==> src/rtl/word_alu_pkg.sv <==
`timescale 1ns/1ps
package word_alu_pkg;

  localparam int unsigned FN_W = 4;

  typedef enum logic [FN_W-1:0] {
    FN_PASSB = 4'b0000,
    FN_AND   = 4'b0001,
    FN_OR    = 4'b0010,
    FN_XOR   = 4'b0011,
    FN_ADD   = 4'b0100,
    FN_SUB   = 4'b0101,
    FN_MUL   = 4'b0110,
    FN_MERGE = 4'b0111,
    FN_LT    = 4'b1000,
    FN_LE    = 4'b1001,
    FN_SHR   = 4'b1010,
    FN_SHL   = 4'b1011,
    FN_BSET  = 4'b1100,
    FN_BCLR  = 4'b1101,
    FN_BTST  = 4'b1110,
    FN_BMASK = 4'b1111
  } fn_t;

  // Which sub-unit owns a selector value.
  typedef enum logic [1:0] {
    GRP_LOGIC = 2'd0,
    GRP_ARITH = 2'd1,
    GRP_BITS  = 2'd2
  } grp_t;

  function automatic grp_t fn_group(fn_t f);
    case (f)
      FN_PASSB, FN_AND, FN_OR, FN_XOR, FN_MERGE: fn_group = GRP_LOGIC;
      FN_ADD, FN_SUB, FN_MUL, FN_LT, FN_LE:      fn_group = GRP_ARITH;
      default:                                   fn_group = GRP_BITS;
    endcase
  endfunction

endpackage

==> src/rtl/alu_logic_unit.sv <==
`timescale 1ns/1ps
module alu_logic_unit
  import word_alu_pkg::*;
#(
  parameter int unsigned W = 16
) (
  input  logic [W-1:0] a,
  input  logic [W-1:0] b,
  input  fn_t          fn,
  output logic [W-1:0] res
);

  localparam int unsigned HALF = W / 2;

  logic [W-1:0] merged;

  // The upper half comes from the low half of b. The lower half is kept from a.
  assign merged = {b[HALF-1:0], a[HALF-1:0]};

  always_comb begin
    case (fn)
      FN_PASSB: res = b;
      FN_AND:   res = a & b;
      FN_OR:    res = a | b;
      FN_XOR:   res = a ^ b;
      FN_MERGE: res = merged;
      default:  res = '0;
    endcase
  end

endmodule

==> src/rtl/alu_arith_unit.sv <==
`timescale 1ns/1ps
module alu_arith_unit
  import word_alu_pkg::*;
#(
  parameter int unsigned W = 16
) (
  input  logic [W-1:0] a,
  input  logic [W-1:0] b,
  input  fn_t          fn,
  output logic [W-1:0] res
);

  logic         do_sub;
  logic [W-1:0] b_in;
  logic [W-1:0] sum;
  logic [W-1:0] prod;
  logic         ovf;
  logic         is_lt;
  logic         is_eq;

  // One adder is shared by add, subtract and both compares.
  assign do_sub = (fn == FN_SUB) || (fn == FN_LT) || (fn == FN_LE);
  assign b_in   = do_sub ? ~b : b;
  assign sum    = a + b_in + {{(W-1){1'b0}}, do_sub};

  // Signed overflow of a - b: the operand signs differ and the difference sign differs from a.
  assign ovf   = (a[W-1] != b[W-1]) && (sum[W-1] != a[W-1]);
  assign is_lt = sum[W-1] ^ ovf;
  assign is_eq = (sum == '0);

  // Keep only the low word of the product.
  assign prod = a * b;

  always_comb begin
    case (fn)
      FN_ADD:  res = sum;
      FN_SUB:  res = sum;
      FN_MUL:  res = prod;
      FN_LT:   res = {{(W-1){1'b0}}, is_lt};
      FN_LE:   res = {{(W-1){1'b0}}, is_lt | is_eq};
      default: res = '0;
    endcase
  end

endmodule

==> src/rtl/alu_bit_unit.sv <==
`timescale 1ns/1ps
module alu_bit_unit
  import word_alu_pkg::*;
#(
  parameter int unsigned W     = 16,
  parameter int unsigned IDX_W = $clog2(W)
) (
  input  logic [W-1:0]     a,
  input  logic [IDX_W-1:0] idx,
  input  fn_t              fn,
  output logic [W-1:0]     res
);

  logic [W-1:0] onehot;

  // Decoder from bit index to a one-hot mask, one comparator per bit.
  for (genvar i = 0; i < W; i++) begin : g_dec
    assign onehot[i] = (idx == IDX_W'(i));
  end

  always_comb begin
    case (fn)
      FN_SHR:   res = {1'b0, a[W-1:1]};
      FN_SHL:   res = {a[W-2:0], 1'b0};
      FN_BSET:  res = a | onehot;
      FN_BCLR:  res = a & ~onehot;
      FN_BTST:  res = a & onehot;
      FN_BMASK: res = onehot;
      default:  res = '0;
    endcase
  end

endmodule

==> src/rtl/word_alu.sv <==
`timescale 1ns/1ps
module word_alu
  import word_alu_pkg::*;
#(
  parameter int unsigned W = 16
) (
  input  logic                       clk,
  input  logic                       rst,
  input  logic [W-1:0]               op_a,
  input  logic [W-1:0]               op_b,
  input  logic [word_alu_pkg::FN_W-1:0] fn_sel,
  output logic [W-1:0]               result
);

  localparam int unsigned IDX_W = $clog2(W);

  fn_t          fn;
  logic [W-1:0] r_logic;
  logic [W-1:0] r_arith;
  logic [W-1:0] r_bits;
  logic [W-1:0] r_next;

  assign fn = fn_t'(fn_sel);

  alu_logic_unit #(.W(W)) u_logic (
    .a   (op_a),
    .b   (op_b),
    .fn  (fn),
    .res (r_logic)
  );

  alu_arith_unit #(.W(W)) u_arith (
    .a   (op_a),
    .b   (op_b),
    .fn  (fn),
    .res (r_arith)
  );

  alu_bit_unit #(.W(W), .IDX_W(IDX_W)) u_bits (
    .a   (op_a),
    .idx (op_b[IDX_W-1:0]),
    .fn  (fn),
    .res (r_bits)
  );

  always_comb begin
    case (fn_group(fn))
      GRP_LOGIC: r_next = r_logic;
      GRP_ARITH: r_next = r_arith;
      default:   r_next = r_bits;
    endcase
  end

  always_ff @(posedge clk) begin
    if (rst) result <= '0;
    else     result <= r_next;
  end

endmodule

==> config.mk <==
export PLATFORM = sky130hd
export DESIGN_NAME = word_alu
export DESIGN_NICKNAME = d
export VERILOG_FILES = /design/src/rtl/word_alu_pkg.sv /design/src/rtl/alu_logic_unit.sv /design/src/rtl/alu_arith_unit.sv /design/src/rtl/alu_bit_unit.sv /design/src/rtl/word_alu.sv
export SDC_FILE = /design/constraint.sdc
export NUM_CORES = 1
export LEC_CHECK = 0
export ABC_AREA = 1
export BUFFER_PORTS_ARGS = -buffer_cell sky130_fd_sc_hd__buf_2
export CAP_MARGIN = 10
export CORE_MARGIN = 4
export CORE_UTILIZATION = 60
export CTS_CLUSTER_SIZE = 30
export DETAILED_ROUTE_END_ITERATION = 10
export GPL_TIMING_DRIVEN = 0
export PLACE_DENSITY = 0.79
export SLEW_MARGIN = 10
export SYNTH_ARGS = -nofsm -noshare
export SYNTH_HDL_FRONTEND = slang
export SYNTH_SLANG_ARGS = --single-unit
==> constraint.sdc <==
create_clock -name clk -period 10.08 [get_ports clk]
set_clock_uncertainty 0.2 [all_clocks]
set_input_delay 2.016 -clock clk [delete_from_list [all_inputs] [get_ports clk]]
set_output_delay 2.016 -clock clk [all_outputs]
set_load 0.005 [all_outputs]
# Yosys cells after proc, flatten, opt, wreduce, memory -nomap -nowiden

Memories as Yosys holds them, arrays and structs flattened.
Index checks and enable logic that the tools add are counted.

Add/subtract/negate cells: 2
Multiply operators: 1
Eq/ne operators: 33
Muxes and demuxes: 5
Bitwise operators: 10
Reductions and logical operators: 8

Operators by type and width:

| operator                                             | number |
|---|---|
| one-hot mux 16 bit (6 select lines)                  | 1 |
| one-hot mux 16 bit (5 select lines)                  | 1 |
| equality test 4 bit (second input constant)          | 16 |
| one-hot mux 16 bit (4 select lines)                  | 1 |
| AND 16 bit                                           | 3 |
| equality test 4 x 3 -> 1 bit (second input constant) | 8 |
| inverter 16 bit                                      | 2 |
| OR 16 bit                                            | 2 |
| one-hot mux 16 bit (2 select lines)                  | 1 |
| adder 16 x 1 -> 16 bit                               | 1 |
| adder 16 bit                                         | 1 |
| equality test 4 x 2 -> 1 bit (second input constant) | 4 |
| zero test 16 bit                                     | 1 |
| multiplier 16 x 16 -> 16 bit                         | 1 |
| 2-to-1 mux 16 bit                                    | 1 |
| XOR 16 bit                                           | 1 |
| equality test 4 x 1 -> 1 bit (second input constant) | 2 |
| zero test 4 bit                                      | 2 |
| equality test 2 x 1 -> 1 bit (second input constant) | 1 |
| zero test 2 bit                                      | 1 |
| logical OR 1 bit                                     | 2 |
| inequality test 1 bit                                | 2 |
| OR reduction 2 bit                                   | 1 |
| logical AND 1 bit                                    | 1 |
| other kinds (2)                                      | 2 |

Flip-flop bits (word level): 16
Memory bits (read-only): 32
Bits of input ports: 38
Memories: 1

Memory list:

| memory          | depth | width | rd ports | clocked after memory_dff | write ports | line               | source |
|---|---|---|---|---|---|---|---|
| (no name shown) | 16    | 2     | 1        | 0                        | 0           | word_alu_pkg.sv:33 | `case (f)` |

# Longest topological paths before layout

Word-level depth: 12
Gate-level depth with buffers: 31

# By module

From an unflattened synthesis, not the netlist that was laid out.

Cells, all modules: 1547
Area, all modules: 9057.4 sq um

Modules (own cells, without submodules):

| module         | times used | cells each | area each (sq um) | sequential area each (sq um) |
|---|---|---|---|---|
| alu_arith_unit | 1          | 879        | 5639.2            | 0.0 |
| alu_logic_unit | 1          | 259        | 1385.1            | 0.0 |
| alu_bit_unit   | 1          | 266        | 1134.8            | 0.0 |
| word_alu       | 1          | 143        | 898.4             | 320.3 |

# Worst setup path after synthesis

Ideal clock, no wire load.

Kind: in2reg
Start: input op_b[1]
End: register result[14]
Arrival time: 6.921 ns
Data required time: 9.761 ns
Path slack: 2.840 ns
Stages on the path: 21
Cells stage by stage: buf_2 -> buf_1 -> nand2_1 -> fa_1 -> fa_1 -> fa_1 -> fa_1 -> inv_1 -> fa_1 -> inv_1 -> fa_1 -> inv_1 -> ha_1 -> inv_1 -> nor3_1 -> nand3_1 -> o2111ai_1 -> xnor2_1 -> o22ai_1 -> o31ai_1 -> inv_1

Cells in the longest elaborated chain, start to end: 6

Ends and longest elaborated chain:

| item                                    | line                 | source |
|---|---|---|
| from (decl)                             | word_alu.sv:10       | `input logic [W-1:0] op_b,` |
| inverter 16 bit                         | alu_arith_unit.sv:23 | `assign b_in = do_sub ? ~b : b;` |
| 2-to-1 mux 16 bit                       | alu_arith_unit.sv:23 |  |
| adder 16 bit                            | alu_arith_unit.sv:24 | `assign sum = a + b_in + {{(W-1){1'b0}}, do_sub};` |
| adder 16 x 1 -> 16 bit                  | alu_arith_unit.sv:24 |  |
| one-hot mux 16 bit (4 select lines)     | alu_arith_unit.sv:35 | `case (fn)` |
| one-hot mux 16 bit (2 select lines) (*) | word_alu.sv:47       | `case (fn_group(fn))` |
| to (signal assigned)                    | word_alu.sv:56       | `else result <= r_next;` |
| to (decl)                               | word_alu.sv:12       | `output logic [W-1:0] result` |

Every way passes the cells marked *; elsewhere a longest branch is shown, timed or not.
A chain may end at the register's enable or synchronous reset.

# Final worst setup path

Start: input op_b[1]
End: register result[13]

The elaborated chain is that of the path after synthesis.

==> flow_metrics.py <==
metrics = {
    "status": {
        "status": "finished, final reports clean",
    },
    "pwr": {
        "leakage_uw": 0.004831,
        "worst_ir_drop_vdd_mv": 0.1807,
        "power_density_nw_per_um2": 185.9,
    },
    "logic_synthesis": {
        "synth-edff-count": 0,
        "yosys_most_used_dff": "dfxtp_1",
        "ys.warnings.count": 0,
        "netlist_area_um2": 7764,
        "synth.area.top_cells": "fa_1, ha_1, inv_1",
        "ys_ff_latch": 16,
        "yosysUniqueCellTypes": 49,
        "synthArstFlopShare": 0,
        "yosysTopAreaCell": "fa_1",
        "synth_top_area_share": 0.2089,
        "avgSynthCellArea_um2": 6.647,
        "synthesis.nets": 1382,
        "synthCells": 1168,
        "yosysSeqAreaShare": 0.04126,
    },
    "placed_design": {
        "post-dp-hpwl_mm": 20.71,
        "dp.cells": 1393,
        "pre_cts_slack_ps": 1656,
        "io_buffers": 53,
        "routabilityCongestion": 1.008,
    },
    "critical_path": {
        "cp_max_fo": 10,
        "cp_slowest_stage_delay_ps": 540,
        "worstSetupPathType": "in2reg",
        "crit_arrival_ps": 8220,
        "crit_slowest_cell": "fa_1",
        "worstSetupEndpointType": "register",
        "critPathRequiredTime_ps": 10010,
        "start_kind": "primary input",
    },
    "floorplanning": {
        "core_um2": 12620,
        "io_pins": 54,
        "fp.dieW_um": 121.8,
        "dieArea_um2": 14820,
        "core.rowCount": 41,
        "initial_utilization": 0.6152,
        "die_y_um": 121.8,
    },
    "routing": {
        "vias": 8089,
        "drc": 0,
        "postRouteAntennaNets": 0,
        "vias_per_cell": 5.794,
        "wl_per_cell_um": 18.58,
        "drt_iter0_markers": 773,
        "wl_mm": 25.94,
        "firstDrtPassIters": 5,
    },
    "timing": {
        "finalCritPeriodShare": 0.8227,
        "worst_hold_slack_ps": 1873,
        "slew_violations": 0,
        "rsz0062_at_grt": "false",
        "max_slew.worst_pin.slew_ps": 839.4,
        "period_needed_ps": 8292,
        "setup_tns_ps": 0,
        "max_freq_ghz": 0.1206,
        "slew_headroom": 0.4404,
        "setup_slack_ps": 1788,
        "hold_violations": 0,
        "finalSetupViolations": 0,
    },
    "cts": {
        "postCtsSetupRepairBufs": 0,
        "cts_sinks": 16,
        "cts-hold-fix-buffers": 0,
        "cts_buffer_depth": 2,
        "h-tree-depth": 1,
        "cts_buffers": 3,
        "ctsResizeCount": 0,
        "cts-root-buf": "clkbuf_16",
        "cts_tree": "yes",
        "clk_pin_slew_ps": 50,
    },
    "job": {
        "maxCapViolCount": 0,
    },
    "final_layout": {
        "final_cells": 1396,
        "n_fill_cell": 1232,
        "n_antenna_cell": 0,
        "largest-register": "result",
        "multi_input_area_um2": 6091,
        "drive_gt1_frac": 0.08660,
        "layout.nets": 1440,
        "area.growth.synth_to_final_pct": 7.156,
        "largest_register_ffs": 16,
        "largestRegisters": "result: 16 flops",
        "post-route-util": 0.6592,
        "seqCellArea_um2": 320.3,
    },
    "hold_path": {
        "hold_class": "in2reg",
    },
    "global_routing": {
        "grt_max_degree": 11,
        "grt_overflow": 0,
        "track_usage": 0.3539,
        "antenna_found_initial": 0,
        "grt_pass1_vias": 7760,
        "grt_first_pass_wirelength_mm": 40.80,
    },
}
path summary, 6_finish.rpt:
path / startpoint / depth (start not counted) / end / slack [ps]
worst min-delay path: rst / 2 / result[1]$_SDFF_PP0_ / 1870
worst max-delay path: op_b[1] / 26 / result[13]$_SDFF_PP0_ / 1790
stage by stage:
stage | total power [uW] | cell area [um2]
after floorplan | 1081 | 7764
after global placement | 1429 | 8244
after detailed placement | 1450 | 8244
after CTS | 1539 | 8319
after global routing | 1750 | 8319
final | 1546 | 8319
synthesized netlist by cell type, types with 5 or more instances:
cell and instances:
nand2_1 240, dfxtp_1 16, a31oi_1 5, o41ai_1 6
clkbuf_1 14, nand2_2 7, nand3_1 46, buf_1 6
o22ai_1 26, a21o_1 5, inv_1 298, o221ai_1 6
fa_1 81, o21ai_0 39, a211oi_1 7, o31ai_1 9
ha_1 95, buf_2 19, nand4_1 7, nor3_1 9
xnor2_1 21, xor2_1 35, a221oi_1 7, nor2_1 77
a21oi_1 41
critical path: cells and delay by family:
family / cells / cell delay, ps
adder cells (fa/ha/maj): 7 / 3230
AND/OR/NAND/NOR: 7 / 850
buffers and inverters: 8 / 1390
AO/OA/AOI/OAI: 4 / 740
routing by layer:
metal	track usage	wire length [um]	vias to the layer above
met5	0	0	-
met4	0.1933	1693	0
met3	0.07010	2836	117
met2	0.5673	11580	487
met1	0.4485	9829	3755
li1	-	-	3730
final cells by class:
class                   count  share of cell area
plain buffers              44             0.02542
clock buffers               3            0.009024
inverters                 304              0.1372
multi-input cells         804              0.7321
flip-flops and latches     16             0.03850
well taps                 172             0.02587
repair buffers             53             0.03188
power breakdown:
part           internal, uW  total [uW]  switching [uW]
Clock                  52.2        77.7            25.5
Combinational           521        1390             872
Sequential             73.3        75.5            2.17
cell usage in the layout, fill, tap and decap left out, types with 16 or more instances in the layout:
cell | Yosys | layout
xnor2_1 | 21 | 21
a21oi_1 | 41 | 41
nor2_1 | 77 | 77
dfxtp_1 | 16 | 16
xor2_1 | 35 | 35
fa_1 | 81 | 81
o21ai_0 | 39 | 39
ha_1 | 95 | 95
nand3_1 | 46 | 46
nand2_1 | 240 | 240
inv_1 | 298 | 298
buf_2 | 19 | 72
o22ai_1 | 26 | 26
cells by family (layout without fill, tap and decap cells):
kind of cell    after synthesis  count (layout)  share of synthesized area
compound gates              171             171                     0.1407
xor+xnor                     57              57                    0.06527
fa+ha+maj                   176             176                     0.3620
buf+inv                     348             404                     0.1742
flops                        16              16                    0.04126
simple gates                400             400                     0.2166
(Power assumes the default switching activity.)
